File: src/rtl/neuron_pkg.sv
package neuron_pkg;
  typedef struct packed {
    logic latch;  // capture the spike vector, slice begins
    logic accum;  // add the weight at the current index
    logic slope;  // slope, fire decision, close the slice
  } ctrl_t;
endpackage

File: src/rtl/neuron_ctrl.sv
module neuron_ctrl #(
  parameter int NUM_IN = 30,
  localparam int CW = $clog2(NUM_IN + 1)
) (
  input  logic              clk,
  input  logic              rstN,
  input  logic              strobe,
  output neuron_pkg::ctrl_t ctrl,
  output logic [CW-1:0]     idx
);
  logic busy;
  logic [CW-1:0] cnt;
  logic lastStep;

  assign lastStep = (cnt == CW'(NUM_IN));

  always_ff @(posedge clk) begin
    if (!rstN) begin
      busy <= 1'b0;
      cnt  <= '0;
    end else if (!busy) begin
      if (strobe) begin
        busy <= 1'b1;
        cnt  <= '0;
      end
    end else if (lastStep) begin
      busy <= 1'b0;
    end else begin
      cnt <= cnt + 1'b1;
    end
  end

  always_comb begin
    ctrl.latch = !busy && strobe;
    ctrl.accum = busy && !lastStep;
    ctrl.slope = busy && lastStep;
  end

  assign idx = cnt;
endmodule

File: src/rtl/neuron_datapath.sv
module neuron_datapath #(
  parameter int NUM_IN      = 30,
  parameter int W_BITS      = 9,
  parameter int P_BITS      = 10,
  parameter int REST        = 32,
  parameter int THRESH      = 128,
  parameter int AFTER       = 18,
  parameter int LOW_BOUND   = -128,
  parameter int ATTEN_SHIFT = 2,
  localparam int CW    = $clog2(NUM_IN + 1),
  localparam int DEPTH = NUM_IN + 2,
  localparam int AW    = $clog2(DEPTH),
  localparam int SW    = P_BITS + 2
) (
  input  logic                     clk,
  input  logic                     rstN,
  input  neuron_pkg::ctrl_t        ctrl,
  input  logic [CW-1:0]            idx,
  input  logic [NUM_IN-1:0]        spikeIn,
  input  logic                     refMode,
  input  logic                     wrEn,
  input  logic [AW-1:0]            wrAddr,
  input  logic signed [W_BITS-1:0] wrData,
  output logic                     spikeOut,
  output logic                     sliceDone,
  output logic                     inRefractory,
  output logic signed [P_BITS-1:0] potOut
);
  localparam logic signed [SW-1:0] REST_S  = SW'(REST);
  localparam logic signed [SW-1:0] THR_S   = SW'(THRESH);
  localparam logic signed [SW-1:0] LOW_S   = SW'(LOW_BOUND);
  localparam logic signed [SW-1:0] HIGH_S  = SW'((1 << (P_BITS - 1)) - 1);
  localparam logic signed [P_BITS-1:0] AFTER_P = P_BITS'(AFTER);
  localparam logic signed [P_BITS-1:0] REST_P  = P_BITS'(REST);

  typedef enum logic {OPER, REFR} nstate_t;

  logic signed [W_BITS-1:0] store [DEPTH];
  logic [NUM_IN:0]          sliceSpikes;
  logic signed [P_BITS-1:0] pot;
  nstate_t                  nState;

  logic signed [W_BITS-1:0] weight, wEff, riseSlope, fallSlope;
  logic signed [SW-1:0]     potX, accSum, riseSum, fallSum;
  logic signed [P_BITS-1:0] slopeNext;
  nstate_t                  stateNext;
  logic                     fireNow;

  function automatic logic signed [P_BITS-1:0] clampPot(input logic signed [SW-1:0] v);
    if (v > HIGH_S)      return HIGH_S[P_BITS-1:0];
    else if (v < LOW_S)  return LOW_S[P_BITS-1:0];
    else                 return v[P_BITS-1:0];
  endfunction

  always_ff @(posedge clk) begin
    if (wrEn && ({1'b0, wrAddr} < (AW + 1)'(DEPTH))) store[wrAddr] <= wrData;
  end

  assign weight    = store[idx];
  assign riseSlope = store[NUM_IN];
  assign fallSlope = store[NUM_IN + 1];
  assign potX      = SW'(pot);

  always_comb begin
    if (!sliceSpikes[idx])          wEff = '0;
    else if (nState == OPER)        wEff = weight;
    else if (refMode)               wEff = weight >>> ATTEN_SHIFT;
    else                            wEff = '0;
  end

  assign accSum  = potX + SW'(wEff);
  assign riseSum = potX + SW'(riseSlope);
  assign fallSum = potX - SW'(fallSlope);

  always_comb begin
    slopeNext = pot;
    stateNext = nState;
    fireNow   = 1'b0;
    if (nState == OPER) begin
      if (potX >= THR_S) begin
        fireNow   = 1'b1;
        slopeNext = AFTER_P;
        stateNext = REFR;
      end else if (potX > REST_S) begin
        slopeNext = (fallSum < REST_S) ? REST_P : clampPot(fallSum);
      end else if (potX < REST_S) begin
        slopeNext = (riseSum > REST_S) ? REST_P : clampPot(riseSum);
      end
    end else begin
      slopeNext = clampPot(riseSum);
      if (riseSum >= REST_S) stateNext = OPER;
    end
  end

  always_ff @(posedge clk) begin
    if (!rstN) begin
      pot         <= REST_P;
      nState      <= OPER;
      sliceSpikes <= '0;
      spikeOut    <= 1'b0;
      sliceDone   <= 1'b0;
    end else begin
      spikeOut  <= 1'b0;
      sliceDone <= 1'b0;
      if (ctrl.latch) sliceSpikes <= {1'b0, spikeIn};
      if (ctrl.accum) pot <= clampPot(accSum);
      if (ctrl.slope) begin
        pot       <= slopeNext;
        nState    <= stateNext;
        spikeOut  <= fireNow;
        sliceDone <= 1'b1;
      end
    end
  end

  assign inRefractory = (nState == REFR);
  assign potOut       = pot;
endmodule

File: src/rtl/spike_neuron.sv
module spike_neuron #(
  parameter int NUM_IN      = 30,
  parameter int W_BITS      = 9,
  parameter int P_BITS      = 10,
  parameter int REST        = 32,
  parameter int THRESH      = 128,
  parameter int AFTER       = 18,
  parameter int LOW_BOUND   = -128,
  parameter int ATTEN_SHIFT = 2,
  localparam int AW = $clog2(NUM_IN + 2),
  localparam int CW = $clog2(NUM_IN + 1)
) (
  input  logic              clk,
  input  logic              rstN,
  input  logic              strobe,
  input  logic [NUM_IN-1:0] spikeIn,
  input  logic              refMode,
  input  logic              wrEn,
  input  logic [AW-1:0]     wrAddr,
  input  logic [W_BITS-1:0] wrData,
  output logic              spikeOut,
  output logic              sliceDone,
  output logic              inRefractory,
  output logic [P_BITS-1:0] potOut
);
  neuron_pkg::ctrl_t ctrl;
  logic [CW-1:0]     idx;

  neuron_ctrl #(.NUM_IN(NUM_IN)) u_ctrl (
    .clk(clk), .rstN(rstN), .strobe(strobe), .ctrl(ctrl), .idx(idx)
  );

  neuron_datapath #(
    .NUM_IN(NUM_IN), .W_BITS(W_BITS), .P_BITS(P_BITS), .REST(REST),
    .THRESH(THRESH), .AFTER(AFTER), .LOW_BOUND(LOW_BOUND),
    .ATTEN_SHIFT(ATTEN_SHIFT)
  ) u_dp (
    .clk(clk), .rstN(rstN), .ctrl(ctrl), .idx(idx), .spikeIn(spikeIn),
    .refMode(refMode), .wrEn(wrEn), .wrAddr(wrAddr), .wrData(wrData),
    .spikeOut(spikeOut), .sliceDone(sliceDone),
    .inRefractory(inRefractory), .potOut(potOut)
  );
endmodule

File: config.mk
export PLATFORM = sky130hd
export DESIGN_NAME = spike_neuron
export DESIGN_NICKNAME = d
export VERILOG_FILES = /design/src/rtl/neuron_pkg.sv /design/src/rtl/neuron_ctrl.sv /design/src/rtl/neuron_datapath.sv /design/src/rtl/spike_neuron.sv
export SDC_FILE = /design/constraint.sdc
export NUM_CORES = 1
export LEC_CHECK = 0
export ABC_AREA = 1
export BUFFER_PORTS_ARGS = -buffer_cell sky130_fd_sc_hd__buf_2
export CAP_MARGIN = 20
export CORE_MARGIN = 2
export CORE_UTILIZATION = 60
export CTS_CLUSTER_DIAMETER = 60
export CTS_CLUSTER_SIZE = 30
export DETAILED_ROUTE_END_ITERATION = 8
export HOLD_SLACK_MARGIN = 0.06
export PLACE_DENSITY_LB_ADDON = 0.05
export SYNTH_ARGS = -nofsm -noshare
export SYNTH_HDL_FRONTEND = slang
export SYNTH_HIERARCHICAL = 1
export SYNTH_SLANG_ARGS = --single-unit
File: constraint.sdc
create_clock -name clk -period 8.1 [get_ports clk]
set_input_delay 2.43 -clock clk [delete_from_list [all_inputs] [get_ports clk]]
set_output_delay 2.43 -clock clk [all_outputs]
set_load 0.02 [all_outputs]
Word level (Yosys, flattened, before mapping)
Memory sizes are Yosys's and may differ from the RTL's. A register that Yosys moved wholly into a read port is not among the register bits.
Cells that the tools add are included.
{"block": "classes", "addsub": 4, "n_lt_le_gt_ge": 13, "n_eq_ne": 3, "mux": 33, "bitwise": 2, "n_reduce_logical": 10}
{"cell": "$mux 10", "n": 14}
{"cell": "$gt 12x10->1 const B", "n": 3}
{"cell": "$lt 12x8->1 const B", "n": 3}
{"cell": "$mux 9", "n": 3}
{"cell": "$mux 5", "n": 5}
{"cell": "$add 10x9->11", "n": 2}
{"cell": "$ge 12x7->1 const B", "n": 1}
{"cell": "$gt 12x7->1 const B", "n": 1}
{"cell": "$lt 12x7->1 const B", "n": 1}
{"cell": "$sub 10x9->11", "n": 1}
{"cell": "$ge 10x9->1 const B", "n": 1}
{"cell": "$gt 10x7->1 const B", "n": 1}
{"cell": "$lt 10x7->1 const B", "n": 1}
{"cell": "$mux 1", "n": 10}
{"cell": "$lt 5x6->1 const B", "n": 1}
{"cell": "$add 5x1->5 const B", "n": 1}
{"cell": "$bmux 1 s5", "n": 1}
{"cell": "$eq 5x5->1 const B", "n": 1}
{"cell": "$ne 5x1->1 const B", "n": 1}
{"cell": "$reduce_and 2->1", "n": 2}
{"cell": "$reduce_bool 2->1", "n": 2}
{"cell": "$logic_and 1x1->1", "n": 3}
{"cell": "$reduce_or 3->1", "n": 1}
{"cell": "$logic_not 1->1", "n": 2}
{"cell": "other kinds (2)", "n": 3}
{"block": "totals", "regBits": 49, "mem_bits_rw": 288, "in_bits": 49, "out_inout_bits": 13, "wordCells": 73, "mem_count": 1}
{"memory": "u_dp.store", "words": 32, "width": 9, "rd": 3, "rd_clocked_by_memory_dff": 1, "wr": 1, "line_no": "neuron_datapath.sv:38", "text": "logic signed [W_BITS-1:0] store [DEPTH];"}

Logic depth before layout (Yosys ltp)
Gate-level depths: netlist (run 1).
An unclocked memory read counts as a cell.
{"block": "logic_depth", "ltp_word": 11, "mapped_depth": 29, "ltp_nobuf": 27}

Hierarchy
The synthesis (run 1) kept the hierarchy.
{"module": "neuron_datapath", "instances": 1, "cells_each": 1564, "area_each_um2": 15566.2, "seq_area_each_um2": 9509.1}
{"module": "neuron_ctrl", "instances": 1, "cells_each": 48, "area_each_um2": 341.6, "seq_area_each_um2": 120.1}

Worst setup path after synthesis (run 1)
OpenSTA, ideal clock, no wires.
{"block": "synth_path", "path_type": "input to register", "start": "input port refMode", "end": "register u_dp.pot[0], in the netlist u_dp/potOut[0]", "setup_time_ns": 0.067, "arrival_ns": 4.571, "required_time_ns": 8.033, "slack_ns": 3.463, "stages": 18, "path_buffers": 0, "path_cell_list": "nand2_1 > inv_1 > nand2_1 > a21oi_1 > ha_1 > inv_1 > fa_1 > o21ai_2 > nand2_1 > nand2_1 > nand2_1 > a22oi_1 > inv_1 > nand2_2 > nand2_1 > a21oi_1 > nand2_1 > a21oi_2"}
{"block": "synth_between", "elab_chain_len": 9, "word_cells_on_any_way": 10, "classes_between": "add/sub (1); order compare (2); mux (7)"}
{"item": "start, declared", "line_no": "spike_neuron.sv:17", "text": "input logic refMode,"}
{"item": "$mux 9 *", "line_no": "neuron_datapath.sv:67", "text": "else if (refMode) wEff = weight >>> ATTEN_SHIFT;"}
{"item": "$mux 9 *", "line_no": "neuron_datapath.sv:66", "text": "else if (nState == OPER) wEff = weight;"}
{"item": "$mux 9 *", "line_no": "neuron_datapath.sv:65", "text": "if (!sliceSpikes[idx]) wEff = '0;"}
{"item": "$add 10x9->11 *", "line_no": "neuron_datapath.sv:71", "text": "assign accSum = potX + SW'(wEff);"}
{"item": "$lt 12x8->1", "line_no": "neuron_datapath.sv:51", "text": "else if (v < LOW_S) return LOW_S[P_BITS-1:0];"}
{"item": "$mux 10", "line_no": "neuron_datapath.sv:51"}
{"item": "$mux 10 *", "line_no": "neuron_datapath.sv:50", "text": "if (v > HIGH_S) return HIGH_S[P_BITS-1:0];"}
{"item": "$mux 10 *", "line_no": "neuron_datapath.sv:106", "text": "if (ctrl.accum) pot <= clampPot(accSum);"}
{"item": "$mux 10 *", "line_no": "neuron_datapath.sv:107", "text": "if (ctrl.slope) begin"}
{"item": "end signal, assigned", "line_no": "neuron_datapath.sv:106"}
{"item": "end signal, assigned", "line_no": "neuron_datapath.sv:108", "text": "pot <= slopeNext;"}
{"item": "end, declared", "line_no": "neuron_datapath.sv:40", "text": "logic signed [P_BITS-1:0] pot;"}
Every way passes the cells marked *; elsewhere a longest branch is shown, timed or not. The select of a mux whose other input is x is not followed.
A chain may end at the register's enable or synchronous reset.

Final worst setup path (run 1)
{"block": "layout_path", "start": "register u_ctrl.cnt[0], in the netlist u_ctrl/idx[0]", "end": "register u_dp.pot[0], in the netlist u_dp/potOut[0]"}
{"block": "layout_between", "elab_chain_len": 9, "word_cells_on_any_way": 17, "classes_between": "add/sub (1); order compare (2); eq/ne (2); mux (7); reduce/logical (5)"}
{"item": "start, declared", "line_no": "neuron_ctrl.sv:12", "text": "logic [CW-1:0] cnt;"}
{"item": "start signal, assigned", "line_no": "neuron_ctrl.sv:29", "text": "cnt <= cnt + 1'b1;"}
{"item": "$bmux 1 s5", "line_no": "neuron_datapath.sv:65"}
{"item": "$mux 1 (not written as such)", "line_no": "neuron_datapath.sv:65"}
{"item": "$mux 9", "line_no": "neuron_datapath.sv:65"}
{"item": "$add 10x9->11", "line_no": "neuron_datapath.sv:71"}
{"item": "$lt 12x8->1", "line_no": "neuron_datapath.sv:51"}
{"item": "$mux 10", "line_no": "neuron_datapath.sv:51"}
{"item": "$mux 10", "line_no": "neuron_datapath.sv:50"}
{"item": "$mux 10", "line_no": "neuron_datapath.sv:106"}
{"item": "$mux 10", "line_no": "neuron_datapath.sv:107"}
Several ways; a longest one is shown, not always the timed one. The select of a mux whose other input is x is not followed.

==> results of run 1 <==
layout make-up:
type                       instances  area share, %
clock buffer                      26          3.658
inverter                         107          2.349
sequential                       337          56.00
clock inverter                    19          1.338
tap                              335          2.436
timing repair buffer              70          2.167
multi-input combinational       1090          32.05
sequential cells by signal, summed over array words and instances (netlist names):
signal and count:
u_dp/sliceSpikes 30, u_dp/sliceDone 1, u_dp/spikeOut 1, u_dp/potOut 10, u_dp/inRefractory 1, u_ctrl/busy 1, u_dp/store 288, u_ctrl/idx 5
worst max path at each step:
stage | from | endpoint | slack, ns | cells past startpoint
after floorplan | refMode | u_dp/potOut[0] | 3.46 | 18
after CTS | u_ctrl/idx[0] | u_dp/potOut[0] | 3.21 | 24
after global routing | u_ctrl/idx[0] | u_dp/potOut[0] | 2.63 | 24
after global placement | refMode | u_dp/potOut[5] | 3.03 | 21
final | u_ctrl/idx[0] | u_dp/potOut[0] | 3.14 | 24
after detailed placement | refMode | u_dp/potOut[0] | 2.98 | 19
cell usage in the layout (no fill, tap or decap), types with 7 or more instances in the layout:
cell type,synthesis,routed
sky130_fd_sc_hd__buf_2,29,61
sky130_fd_sc_hd__nand2_2,17,17
sky130_fd_sc_hd__o221ai_1,34,34
sky130_fd_sc_hd__nor2_1,299,299
sky130_fd_sc_hd__xnor2_1,7,7
sky130_fd_sc_hd__ha_1,32,32
sky130_fd_sc_hd__buf_4,8,9
sky130_fd_sc_hd__inv_1,98,98
sky130_fd_sc_hd__o22ai_1,33,33
sky130_fd_sc_hd__edfxtp_1,288,288
sky130_fd_sc_hd__a31oi_1,9,9
sky130_fd_sc_hd__nand2_1,230,230
sky130_fd_sc_hd__clkbuf_16,0,25
sky130_fd_sc_hd__nand4_1,15,15
sky130_fd_sc_hd__dfxtp_1,49,46
sky130_fd_sc_hd__o21ai_0,199,199
sky130_fd_sc_hd__a21oi_1,60,60
sky130_fd_sc_hd__nand3_1,90,90
tightest hold or removal path, stage by stage (launching register included):
cell	delay [ns]
sky130_fd_sc_hd__dfxtp_1	0.33
sky130_fd_sc_hd__o21ai_0	0.07
sky130_fd_sc_hd__nor2_1	0.07
logic make-up after synthesis:
logic type | Yosys count | synth area share [%]
buffers and inverters | 185 | 4.798
flip-flops | 337 | 60.53
AO/OA/AOI/OAI | 377 | 13.84
XOR/XNOR | 11 | 0.6056
adder cells (fa/ha/maj) | 35 | 2.894
AND/OR/NAND/NOR | 667 | 17.33
power breakdown:
| part | switching [mW] | internal, mW | total (mW) |
|---|---|---|---|
| combinational | 0.384 | 0.177 | 0.562 |
| clock | 0.679 | 0.617 | 1.30 |
| sequential | 0.0349 | 1.92 | 1.95 |
| total | 1.10 | 2.71 | 3.81 |
metal layers:
| metal | GRT usage, % | vias to the layer above | routed length (um) |
|---|---|---|---|
| met1 | 39.05 | 5675 | 16600 |
| met2 | 46.43 | 492 | 18910 |
| li1 | - | 5725 | - |
| met4 | 9.745 | 0 | 1267 |
| met3 | 3.303 | 76 | 2885 |
| met5 | 0 | - | 0 |
per-stage QoR:
step | util (%) | worst slack [ns] | power [mW]
2_1_floorplan | - | 3.463 | 2.388
3_3_place_gp | 62.73 | 3.031 | 2.538
3_5_place_dp | 62.73 | 2.977 | 2.546
4_1_cts | 66.03 | 3.213 | 3.825
5_1_grt | 66.03 | 2.633 | 3.967
6_report | 66.03 | 3.141 | 3.809
==> metrics.md, run 1 <==
| Metric | Value |
|---|---|
| Top-Level Pins | 62 |
| Maximum number of pins on one net before global-route repair | 80 |
| Dominant register cell in the synthesized netlist | sky130_fd_sc_hd__edfxtp_1 |
| Count of different cell masters after synthesis | 50 |
| Max-Cap Viols | 0 |
| Synthesized instance count | approximately 1600 |
| Final routed DRC violation total | 0 |
| Routed vias/inst | 6.032 |
| Crit Path Max Fanout | 55 |
| Crit path arrival time | 5.43 ns |
| Wire length of the first global-routing pass | 61.72 mm |
| RSZ-0062 raised after global routing | no |
| Worst setup skew after layout | 0.03722 ns |
| Leading post-synthesis cells by cell area | sky130_fd_sc_hd__edfxtp_1 (54%), sky130_fd_sc_hd__nor2_1 (7.1%), sky130_fd_sc_hd__o21ai_0 (6.3%), sky130_fd_sc_hd__dfxtp_1 (6.2%), sky130_fd_sc_hd__nand2_1 (5.4%) |
| Post-CTS Resized | 0 |
| Start point of the worst min-delay path | u_dp/sliceSpikes[23] |
| Final Net Count | 1715 |
| Slack of the worst reg-to-reg path | ~3.1 ns |
| Average wire per standard cell | roughly 20 um |
| Non-filler instance count after layout | 1984 |
| Sequential cell area fraction in the yosys report | between 60 and 70% |
| Areal power density over the cells | 221.4 mW/mm2 |
| Core Region | 0.02606 mm2 |
| Wire length after detailed routing | around 40 mm |
| Most repeated cell in the gate-level netlist after synthesis | sky130_fd_sc_hd__nor2_1 |
| Bufs on Longest Clock Path | 3 |
| Placed Cells | 1939 |
| Library cell used as clock root buffer | sky130_fd_sc_hd__clkbuf_16 |
| Number of antenna cells inserted | 0 |
| Fraction of final layout cells sized beyond drive strength 1 | about a tenth |
| Clock latency of the later-clocked register in the worst-skew pair | 0.56 ns |
| Leakage Power | 6.475 nW |
| Instance area at placement | 0.01635 mm2 |
| Depth of the most critical reg-to-reg path | 24 |
| Worst min-delay path category | reg2reg |
| Slew at the pin closest to its max-slew limit | between 1 and 1.5 ns |
| Total count of hold-check failures in the final report | 0 |
| Layout overhead on the synthesized area | 8.164% |
| Placer's final routability congestion estimate | 0.8800 |
| CP Data Required Time | 8.57 ns |
| Min Clock Period, post-route | 4.959 ns |
| Most Frequent Cell on Critical Path | sky130_fd_sc_hd__nand2_1 |
| Max IR drop VDD | 0.0002473 V |
| Number of post-CTS setup repair buffers | 0 |
| Cell type with the largest total area after synthesis | sky130_fd_sc_hd__edfxtp_1 |
| Slowest stage cell, crit path | sky130_fd_sc_hd__buf_4 |
| Outcome | completed |
| Final global-route overflow total | 0 |
| Chip width | about 170 um |
| Port bufs | 61 |
| Finished Cell Area | 0.01721 mm2 |
| Top cell types by occurrence after synthesis | sky130_fd_sc_hd__nor2_1 (299), sky130_fd_sc_hd__edfxtp_1 (288), sky130_fd_sc_hd__nand2_1 (230), sky130_fd_sc_hd__o21ai_0 (199), sky130_fd_sc_hd__inv_1 (98) |
| CTS Hold Buffers Added | 0 |
| Worst Path Class, Setup | reg2reg |
| Fillers | 2069 |
| TritonCTS clock tree | yes |
| Capture instance of the worst register-to-register path | u_dp/potOut[0] |
| Number of rows in the core area | about 60 |
| Number of H-tree levels | 1 |
| Register clock-pin slew on the reported worst setup and hold paths | 0.07 ns |
| Worst slew margin relative to its limit | 28.21% |
| Crit path buffers/inverters | 4 |
| Clock Sink Count | 337 |
| Antenna Nets Post-Route | 0 |
| Setup violation total in the final timing report | 0 |
| Die boundary height | 166.8 um |
| Post-Syn Nets | 1696 |
| Synthesized area | ~0.016 mm2 |
| Number of global-route vias before repair | 11190 |
| Worst path max stage delay | 0.58 ns |
| Global-route usage over all layers | 28.12% |
| Initial Utilization | 61.05% |
| Count of final max-slew check failures | 0 |
| Share of the clock period used by the worst path | 61.22% |
| Synth Warn # | 6 |
| Asr flop ratio synth | 0% |
| Area of combinational cells with multiple inputs | 0.005515 mm2 |
| Number of synthesized register bits | 337 |
| Final-layout setup total negative slack | 0 ns |
| Crit end category | register |
| Post-synth top area share | 54.37% |
| Fmax | about 200 MHz |
| Post-synthesis average cell area | 9.868 um2 |
| Overall die area | 0.02783 mm2 |
| Antenna violations before repair | 0 |
| Register Area | 0.009635 mm2 |
| Kind of launch point of the worst setup path | register |
| Hold worst-path end | u_dp/sliceSpikes[23] |
| Iteration-0 DRC count of the detailed router | 1247 |
| Number of enable flip-flop cells after synthesis | 288 |
| CP cell instances | inv_4 -> buf_4 -> o21ai_0 -> o221ai_1 -> nand3_1 -> o21ai_0 -> nor2_1 -> a31oi_1 -> nand2_1 -> a21oi_1 -> ha_1 -> inv_1 -> fa_1 -> o21ai_2 -> nand2_1 -> nand2_1 -> nand2_1 -> a22oi_1 -> inv_1 -> nand2_2 -> nand2_1 -> a21oi_1 -> nand2_1 -> a21oi_2 |
| Iteration count of the initial detailed-routing pass | 6 |
| CTS Buf Count | 25 |
| Hold path cells | 2 |
| Reg-to-reg critical path startpoint | u_ctrl/idx[0] |
| Post-detailed-placement half-perimeter wirelength | 24.73 mm |
| Kind of cell adding the most delay to the critical path | compound AO/OA/AOI/OAI gates |
| Number of vias in the routed layout | 11970 |
| Hold slack final | 0.5004 ns |
Note: power is estimated with default switching activity, not from simulation.
==> run 2: changes to the inputs <==
--- a/config.mk
+++ b/config.mk
@@ -5,7 +5,7 @@
 export SDC_FILE = /design/constraint.sdc
 export NUM_CORES = 1
 export LEC_CHECK = 0
-export ABC_AREA = 1
+export ABC_AREA = 0
 export BUFFER_PORTS_ARGS = -buffer_cell sky130_fd_sc_hd__buf_2
 export CAP_MARGIN = 20
 export CORE_MARGIN = 2
==> constraint.sdc (replaced) <==
create_clock -name clk -period 4.6 [get_ports clk]
set_input_delay 1.38 -clock clk [delete_from_list [all_inputs] [get_ports clk]]
set_output_delay 1.38 -clock clk [all_outputs]
set_load 0.02 [all_outputs]
==> metrics.md, run 2 <==
| Metric | Value |
|---|---|
| Outcome | completed |
| Kind of launch point of the worst setup path | register |
| Fraction of final layout cells sized beyond drive strength 1 | 24.54% (+15 points) |
| Flip-flop count of the largest register, all copies and words added | 288 (unchanged) |
| Antenna Nets Post-Route | 0 (unchanged) |
| Min Clock Period, post-route | 4.464 ns (-0.4951 ns) |
| Routed vias/inst | 6.426 (+6.5%) |
| Slack of the worst reg-to-reg path | 0.14 ns (-3.00 ns) |
| Maximum number of pins on one net before global-route repair | 34 (-57%) |
| Crit path arrival time | 4.89 ns (-0.54 ns) |
| Leading post-synthesis cells by cell area | sky130_fd_sc_hd__edfxtp_1 (57%), sky130_fd_sc_hd__mux4_2 (14%), sky130_fd_sc_hd__dfxtp_1 (6.4%), sky130_fd_sc_hd__mux2i_1 (2.8%), sky130_fd_sc_hd__nor2_1 (2.7%) |
| Count of final max-slew check failures | 0 (unchanged) |
| Average wire per standard cell | 24.31 um (+22%) |
| Iteration-0 DRC count of the detailed router | 918 (-26%) |
| Slew at the pin closest to its max-slew limit | 0.9594 ns (-0.1135 ns) |
| Crit Path Max Fanout | 11 (-80%) |
| Depth of the most critical reg-to-reg path | 15 (-38%) |
| Initial Utilization | 60.81% (-0.24 points) |
| Max IR drop VDD | 0.0003641 V (+47%) |
| Number of vias in the routed layout | 8823 (-26%) |
| Leading cell type in the layout, fill and taps excluded | sky130_fd_sc_hd__edfxtp_1 |
| Antenna violations before repair | 1 (+1) |
| Worst setup skew after layout | 0.03793 ns (+0.0007116 ns) |
| Most repeated cell in the gate-level netlist after synthesis | sky130_fd_sc_hd__edfxtp_1 |
| Number of global-route vias before repair | 8350 (-25%) |
| Post-synthesis average cell area | 15.99 um2 (+62%) |
| Clock latency of the later-clocked register in the worst-skew pair | 0.57 ns (about the same) |
| Post-Syn Nets | 1036 (-39%) |
| Finished Cell Area | 0.01708 mm2 (-0.73%) |
| CP Data Required Time | 5.02 ns (-3.55 ns) |
| Top cell types by occurrence after synthesis | sky130_fd_sc_hd__edfxtp_1 (288), sky130_fd_sc_hd__nor2_1 (111), sky130_fd_sc_hd__mux4_2 (98), sky130_fd_sc_hd__dfxtp_1 (49), sky130_fd_sc_hd__mux2i_1 (42) |
| Final global-route overflow total | 0 (unchanged) |
| Final Net Count | 1109 (-35%) |
| Number of rows in the core area | 58 (-1.7%) |
| Clock Sink Count | 337 (unchanged) |
| Wire length after detailed routing | 33.38 mm (-16%) |
| Post-detailed-placement half-perimeter wirelength | 22.09 mm (-11%) |
| Worst min-delay path category | reg2reg |
| Final-layout setup total negative slack | 0 ns (unchanged) |
| Critical Path Source | u_ctrl/idx[0] |
| Capture point of the critical path | u_dp/potOut[0] |
| Commonest cells after routing, fill and taps aside | sky130_fd_sc_hd__edfxtp_1 (288), sky130_fd_sc_hd__nor2_1 (111), sky130_fd_sc_hd__mux4_2 (98), sky130_fd_sc_hd__buf_2 (61), sky130_fd_sc_hd__dfxtp_1 (46) |
| Register ranked first by flip-flop count | u_dp/store |
| Top-Level Pins | 62 (unchanged) |
| Iteration count of the initial detailed-routing pass | 5 (-1) |
| Number of synthesized register bits | 337 (unchanged) |
| Max-Cap Viols | 0 (unchanged) |
| Register Area | 0.009638 mm2 (about the same) |
| Share of the clock period used by the worst path | 97.03% (+36 points) |
| Wire length of the first global-routing pass | 49.92 mm (-19%) |
| Global-route usage over all layers | 25.09% (-3.0 points) |
| Final routed DRC violation total | 0 (unchanged) |
| Capture instance of the worst register-to-register path | u_dp/potOut[0] |
| Fillers | 1677 (-19%) |
| Core occupancy in the finished layout | 68.23% (+2.2 points) |
| Port bufs | 61 (unchanged) |
| Post-synth top area share | 56.80% (+2.4 points) |
| Dominant register cell in the synthesized netlist | sky130_fd_sc_hd__edfxtp_1 |
| Cell type with the largest total area after synthesis | sky130_fd_sc_hd__edfxtp_1 |
| Layout overhead on the synthesized area | 12.20% |
| TritonCTS clock tree | yes |
| Sequential cell area fraction in the yosys report | 63.25% (+2.7 points) |
| Placer's final routability congestion estimate | 0.8490 (-3.5%) |
| Leakage Power | 5.734 nW (-11%) |
| Overall die area | 0.02667 mm2 (-4.2%) |
| Crit end category | register |
| Die boundary height | 163.3 um (-2.1%) |
| Areal power density over the cells | 378.8 mW/mm2 (+71%) |
| Asr flop ratio synth | 0% (unchanged) |
| Worst Path Class, Setup | reg2reg |
| Reg-to-reg critical path startpoint | u_ctrl/idx[0] |
| Bufs on Longest Clock Path | 3 (unchanged) |
| Fmax | 224.0 MHz (+11%) |
| CTS Buf Count | 24 (-4.0%) |
| Setup violation total in the final timing report | 0 (unchanged) |
| Number of enable flip-flop cells after synthesis | 288 (unchanged) |
| CTS Hold Buffers Added | 0 (unchanged) |
| Synthesized area | 0.01522 mm2 (-4.3%) |
| Total count of hold-check failures in the final report | 0 (unchanged) |
| Synth Warn # | 6 (unchanged) |
| Hold slack final | 0.4913 ns (-0.009076 ns) |
| Number of antenna cells inserted | 0 (unchanged) |
| Number of H-tree levels | 1 (unchanged) |
| Worst slew margin relative to its limit | 35.81% (+7.6 points) |
| Chip width | 163.3 um (-2.1%) |
| Core Region | 0.02504 mm2 (-3.9%) |
| Count of different cell masters after synthesis | 73 (+46%) |
| Area of combinational cells with multiple inputs | 0.005370 mm2 (-2.6%) |
| Synthesized instance count | 952 (-41%) |
| Register clock-pin slew on the reported worst setup and hold paths | 0.09 ns (+0.02 ns) |
| Instance area at placement | 0.01603 mm2 (-1.9%) |
| Library cell used as clock root buffer | sky130_fd_sc_hd__clkbuf_16 |
[run 2: critical path: stages, from the launching register on]
cell and delay [ns]:
sky130_fd_sc_hd__dfxtp_4 0.51, sky130_fd_sc_hd__buf_12 0.20, sky130_fd_sc_hd__mux4_2 0.55, sky130_fd_sc_hd__mux4_2 0.54
sky130_fd_sc_hd__mux2i_2 0.26, sky130_fd_sc_hd__nor2_1 0.11, sky130_fd_sc_hd__nor2_1 0.12, sky130_fd_sc_hd__nor2_1 0.08
sky130_fd_sc_hd__ha_1 0.25, sky130_fd_sc_hd__nor4_1 0.46, sky130_fd_sc_hd__a211oi_2 0.17, sky130_fd_sc_hd__o21ai_0 0.21
sky130_fd_sc_hd__o311ai_1 0.18, sky130_fd_sc_hd__or3_4 0.40, sky130_fd_sc_hd__o221ai_1 0.20, sky130_fd_sc_hd__a31oi_1 0.06
[run 2: logic make-up after synthesis]
logic type | count (synthesis) | synth area share [%]
flip-flops | 337 | 63.25
AND/OR/NAND/NOR | 219 | 7.059
multiplexers | 141 | 17.33
AO/OA/AOI/OAI | 137 | 6.427
buffers and inverters | 62 | 1.701
adder cells (fa/ha/maj) | 35 | 3.024
XOR/XNOR | 21 | 1.208
[run 2: layer usage]
metal / global-route usage (%) / share of wire (%)
met4: 4.586 / 1.6
met2: 40.74 / 49
met5: 0 / 0
met3: 3.022 / 6.0
met1: 37.64 / 44
[run 2: area by class of cell]
cell class	count	area share (%)
multi-input cells	553	31.44
clock buffers	25	3.538
flip-flops and latches	337	56.42
repair buffers	84	3.765
clock inverters	19	1.868
well taps	330	2.417
inverters	25	0.5494
[run 2: worst min path at each step]
stage                                    start                   end  cells past startpoint
after detailed placement   u_dp/sliceSpikes[2]   u_dp/sliceSpikes[2]                      2
after global placement    u_dp/sliceSpikes[14]  u_dp/sliceSpikes[14]                      2
after CTS                  u_dp/sliceSpikes[2]   u_dp/sliceSpikes[2]                      2
final                      u_dp/sliceSpikes[2]   u_dp/sliceSpikes[2]                      2
after floorplan           u_dp/sliceSpikes[10]  u_dp/sliceSpikes[10]                      2
after global routing       u_dp/sliceSpikes[8]   u_dp/sliceSpikes[8]                      2
[run 2: what timing repair did]
action | in CTS | in global routing
setup buffers | 0 | 1
resized for setup | 0 | 8
setup endpoints to repair | 0 | 9
[run 2: power breakdown]
group          internal, mW  total [mW]  switching (mW)
Clock                  1.10        2.34            1.24
Combinational         0.323       0.718           0.395
Sequential             3.36        3.42          0.0510
[run 2: per-stage QoR]
stage | total power [mW] | std cells | worst slack (ns)
floorplan | 3.945 | 952 | 0.3251
global placement | 4.165 | 1325 | 0.2444
detailed placement | 4.176 | 1325 | 0.1890
CTS | 6.495 | 1369 | 0.1008
global route | 6.689 | 1373 | -0.02839
finish | 6.471 | 1373 | 0.1365
==> run 3: changes to the inputs <==
--- a/config.mk
+++ b/config.mk
@@ -6,7 +6,7 @@
 export NUM_CORES = 1
 export LEC_CHECK = 0
 export ABC_AREA = 0
-export BUFFER_PORTS_ARGS = -buffer_cell sky130_fd_sc_hd__buf_2
+export BUFFER_PORTS_ARGS = -buffer_cell sky130_fd_sc_hd__clkbuf_2
 export CAP_MARGIN = 20
 export CORE_MARGIN = 2
 export CORE_UTILIZATION = 60
==> metrics.md, run 3 (synthesis results as in run 2) <==
| Metric | Value |
|---|---|
| Wire length after detailed routing | 31.50 mm (-5.6%) |
| Fraction of final layout cells sized beyond drive strength 1 | 24.38% (-0.17 points) |
| CP cell instances | buf_4 -> clkbuf_16 -> mux4_2 -> mux4_2 -> mux2i_1 -> o22a_1 -> nor2_1 -> ha_1 -> inv_1 -> fa_1 -> nor2b_1 -> o31ai_1 -> buf_4 -> a211oi_2 -> o21ai_0 -> o311ai_1 -> or3_4 -> o221ai_1 -> a31oi_1 |
| Initial Utilization | 60.81% (unchanged) |
| Clock Sink Count | 337 (unchanged) |
| Clock latency of the later-clocked register in the worst-skew pair | 0.55 ns (-0.02 ns) |
| Outcome | completed |
| Library cell used as clock root buffer | sky130_fd_sc_hd__clkbuf_16 |
| Core occupancy in the finished layout | 67.87% (-0.36 points) |
| Worst slew margin relative to its limit | 38.29% (+2.5 points) |
| Port bufs | 61 (unchanged) |
| Overall die area | 0.02667 mm2 (unchanged) |
| Share of the clock period used by the worst path | 98.35% (+1.3 points) |
| Iteration count of the initial detailed-routing pass | 5 (unchanged) |
| Die boundary height | 163.3 um (unchanged) |
| Iteration-0 DRC count of the detailed router | 750 (-18%) |
| Setup violation total in the final timing report | 0 (unchanged) |
| Total count of hold-check failures in the final report | 0 (unchanged) |
| Crit path buffers/inverters | 4 (+3) |
| Bufs on Longest Clock Path | 3 (unchanged) |
| Fillers | 1718 (+2.4%) |
| Min Clock Period, post-route | 4.524 ns (+0.06048 ns) |
| Fmax | 221.0 MHz (-1.3%) |
| Number of global-route vias before repair | 8336 (-0.17%) |
| Leading cell type in the layout, fill and taps excluded | sky130_fd_sc_hd__edfxtp_1 |
| Number of H-tree levels | 1 (unchanged) |
| Max IR drop VDD | 0.0004723 V (+30%) |
| Register ranked first by flip-flop count | u_dp/store |
| Instance area at placement | 0.01603 mm2 (unchanged) |
| Average wire per standard cell | 22.96 um (-5.6%) |
| Final Net Count | 1109 (unchanged) |
| Top-Level Pins | 62 (unchanged) |
| Reg-to-reg critical path startpoint | u_ctrl/idx[0] |
| Slack of the worst reg-to-reg path | 0.08 ns (-0.06 ns) |
| Final global-route overflow total | 0 (unchanged) |
| Count of final max-slew check failures | 0 (unchanged) |
| Number of rows in the core area | 58 (unchanged) |
| RSZ-0062 raised after global routing | no |
| Least setup slack across all paths after layout | 0.07597 ns (-0.06048 ns) |
| Wire length of the first global-routing pass | 47.78 mm (-4.3%) |
| Areal power density over the cells | 374.5 mW/mm2 (-1.1%) |
| DP Worst Slack | 0.1708 ns (-0.01821 ns) |
| TritonCTS clock tree | yes |
| Placer's final routability congestion estimate | 0.8452 (-0.45%) |
| Worst Path Class, Setup | reg2reg |
| Flip-flop count of the largest register, all copies and words added | 288 (unchanged) |
| Chip width | 163.3 um (unchanged) |
| Antenna violations before repair | 0 (-1) |
| Final routed DRC violation total | 0 (unchanged) |
| Crit Path Max Fanout | 12 (+1) |
| Worst min-delay path category | reg2reg |
| Routed vias/inst | 6.317 (-1.7%) |
| Finished Cell Area | 0.01699 mm2 (-0.53%) |
| Depth of the most critical reg-to-reg path | 19 (+4) |
| Post-detailed-placement half-perimeter wirelength | 21.44 mm (-2.9%) |
| Layout overhead on the synthesized area | 11.60% |
| Number of antenna cells inserted | 0 (unchanged) |
| Kind of cell adding the most delay to the critical path | multiplexers |
| Worst setup skew after layout | 0.02866 ns (-0.009271 ns) |
| Final-layout setup total negative slack | 0 ns (unchanged) |
| Global-route usage over all layers | 23.83% (-1.3 points) |
| Start point of the worst min-delay path | u_dp/sliceSpikes[18] |
| Register clock-pin slew on the reported worst setup and hold paths | 0.09 ns (about the same) |
| Crit end category | register |
| Placed Cells | 1325 (unchanged) |
| Hold path cells | 2 (unchanged) |
| Slowest stage cell, crit path | sky130_fd_sc_hd__mux4_2 |
| Capture instance of the worst register-to-register path | u_dp/potOut[0] |
| Worst path max stage delay | 0.53 ns (-0.02 ns) |
| CTS Buf Count | 23 (-4.2%) |
| Kind of launch point of the worst setup path | register |
| Number of vias in the routed layout | 8667 (-1.8%) |
| Crit path arrival time | 4.93 ns (+0.04 ns) |
| Leakage Power | 5.699 nW (-0.62%) |
| Core Region | 0.02504 mm2 (unchanged) |
| Max-Cap Viols | 0 (unchanged) |
| Maximum number of pins on one net before global-route repair | 34 (unchanged) |
| Hold worst-path end | u_dp/sliceSpikes[18] |
| Antenna Nets Post-Route | 0 (unchanged) |
| Non-filler instance count after layout | 1372 (-0.073%) |
| Commonest cells after routing, fill and taps aside | sky130_fd_sc_hd__edfxtp_1 (288), sky130_fd_sc_hd__nor2_1 (111), sky130_fd_sc_hd__mux4_2 (98), sky130_fd_sc_hd__clkbuf_2 (61), sky130_fd_sc_hd__dfxtp_1 (46) |
| Slew at the pin closest to its max-slew limit | 0.9222 ns (-0.03719 ns) |
| CP Data Required Time | 5.01 ns (about the same) |
## run 3: how the worst max path moves through the flow
stage,start,to,cells after the start
2_1_floorplan,u_ctrl/idx[1],u_dp/potOut[0],19
3_3_place_gp,u_ctrl/idx[0],u_dp/potOut[7],17
3_5_place_dp,u_ctrl/idx[0],u_dp/potOut[0],18
4_1_cts,u_ctrl/idx[0],u_dp/potOut[0],18
5_1_grt,u_ctrl/idx[0],u_dp/potOut[5],18
6_report,u_ctrl/idx[0],u_dp/potOut[0],19
## run 3: per-layer routing
metal / part of all wire (%) / vias up / track usage [%]
li1: - / 3959 / -
met1: 45 / 4371 / 35.91
met2: 47 / 292 / 37.63
met3: 5.6 / 45 / 3.022
met4: 2.1 / 0 / 6.034
met5: 0 / - / 0
## run 3: final cells by class
| type | instances | area [um2] | area share [%] |
|---|---|---|---|
| Sequential cell | 337 | 9638 | 56.72 |
| Multi-Input combinational cell | 553 | 5364 | 31.57 |
| Inverter | 25 | 93.84 | 0.5523 |
| Timing Repair Buffer | 85 | 610.6 | 3.594 |
| Clock inverter | 19 | 296.5 | 1.745 |
| Clock buffer | 23 | 575.6 | 3.387 |
| Tap cell | 330 | 412.9 | 2.430 |
## run 3: power by group
part	internal, mW	switching [mW]
Combinational	0.319	0.391
Clock	1.04	1.20
Sequential	3.36	0.0485
Total	4.73	1.64
## run 3: tightest hold or removal path, cell delays in order, from the launching register on
cell and delay (ns):
sky130_fd_sc_hd__dfxtp_1 0.33, sky130_fd_sc_hd__mux2i_1 0.06, sky130_fd_sc_hd__nor2_1 0.07
## run 3: metrics by stage
step	power [mW]	hold slack (ns)
finish	6.364	0.4988
global route	6.591	0.5327
CTS	6.393	0.4977
detailed placement	4.173	0.4774
global placement	4.167	0.4716
floorplan	3.945	0.4546
## run 3: timing repair
action | CTS | global route
buffers inserted | 0 | 4
endpoints found under the hold margin | 0 | 0
setup endpoints to repair | 0 | 9
resized for setup | 0 | 9
hold buffers | 0 | 0
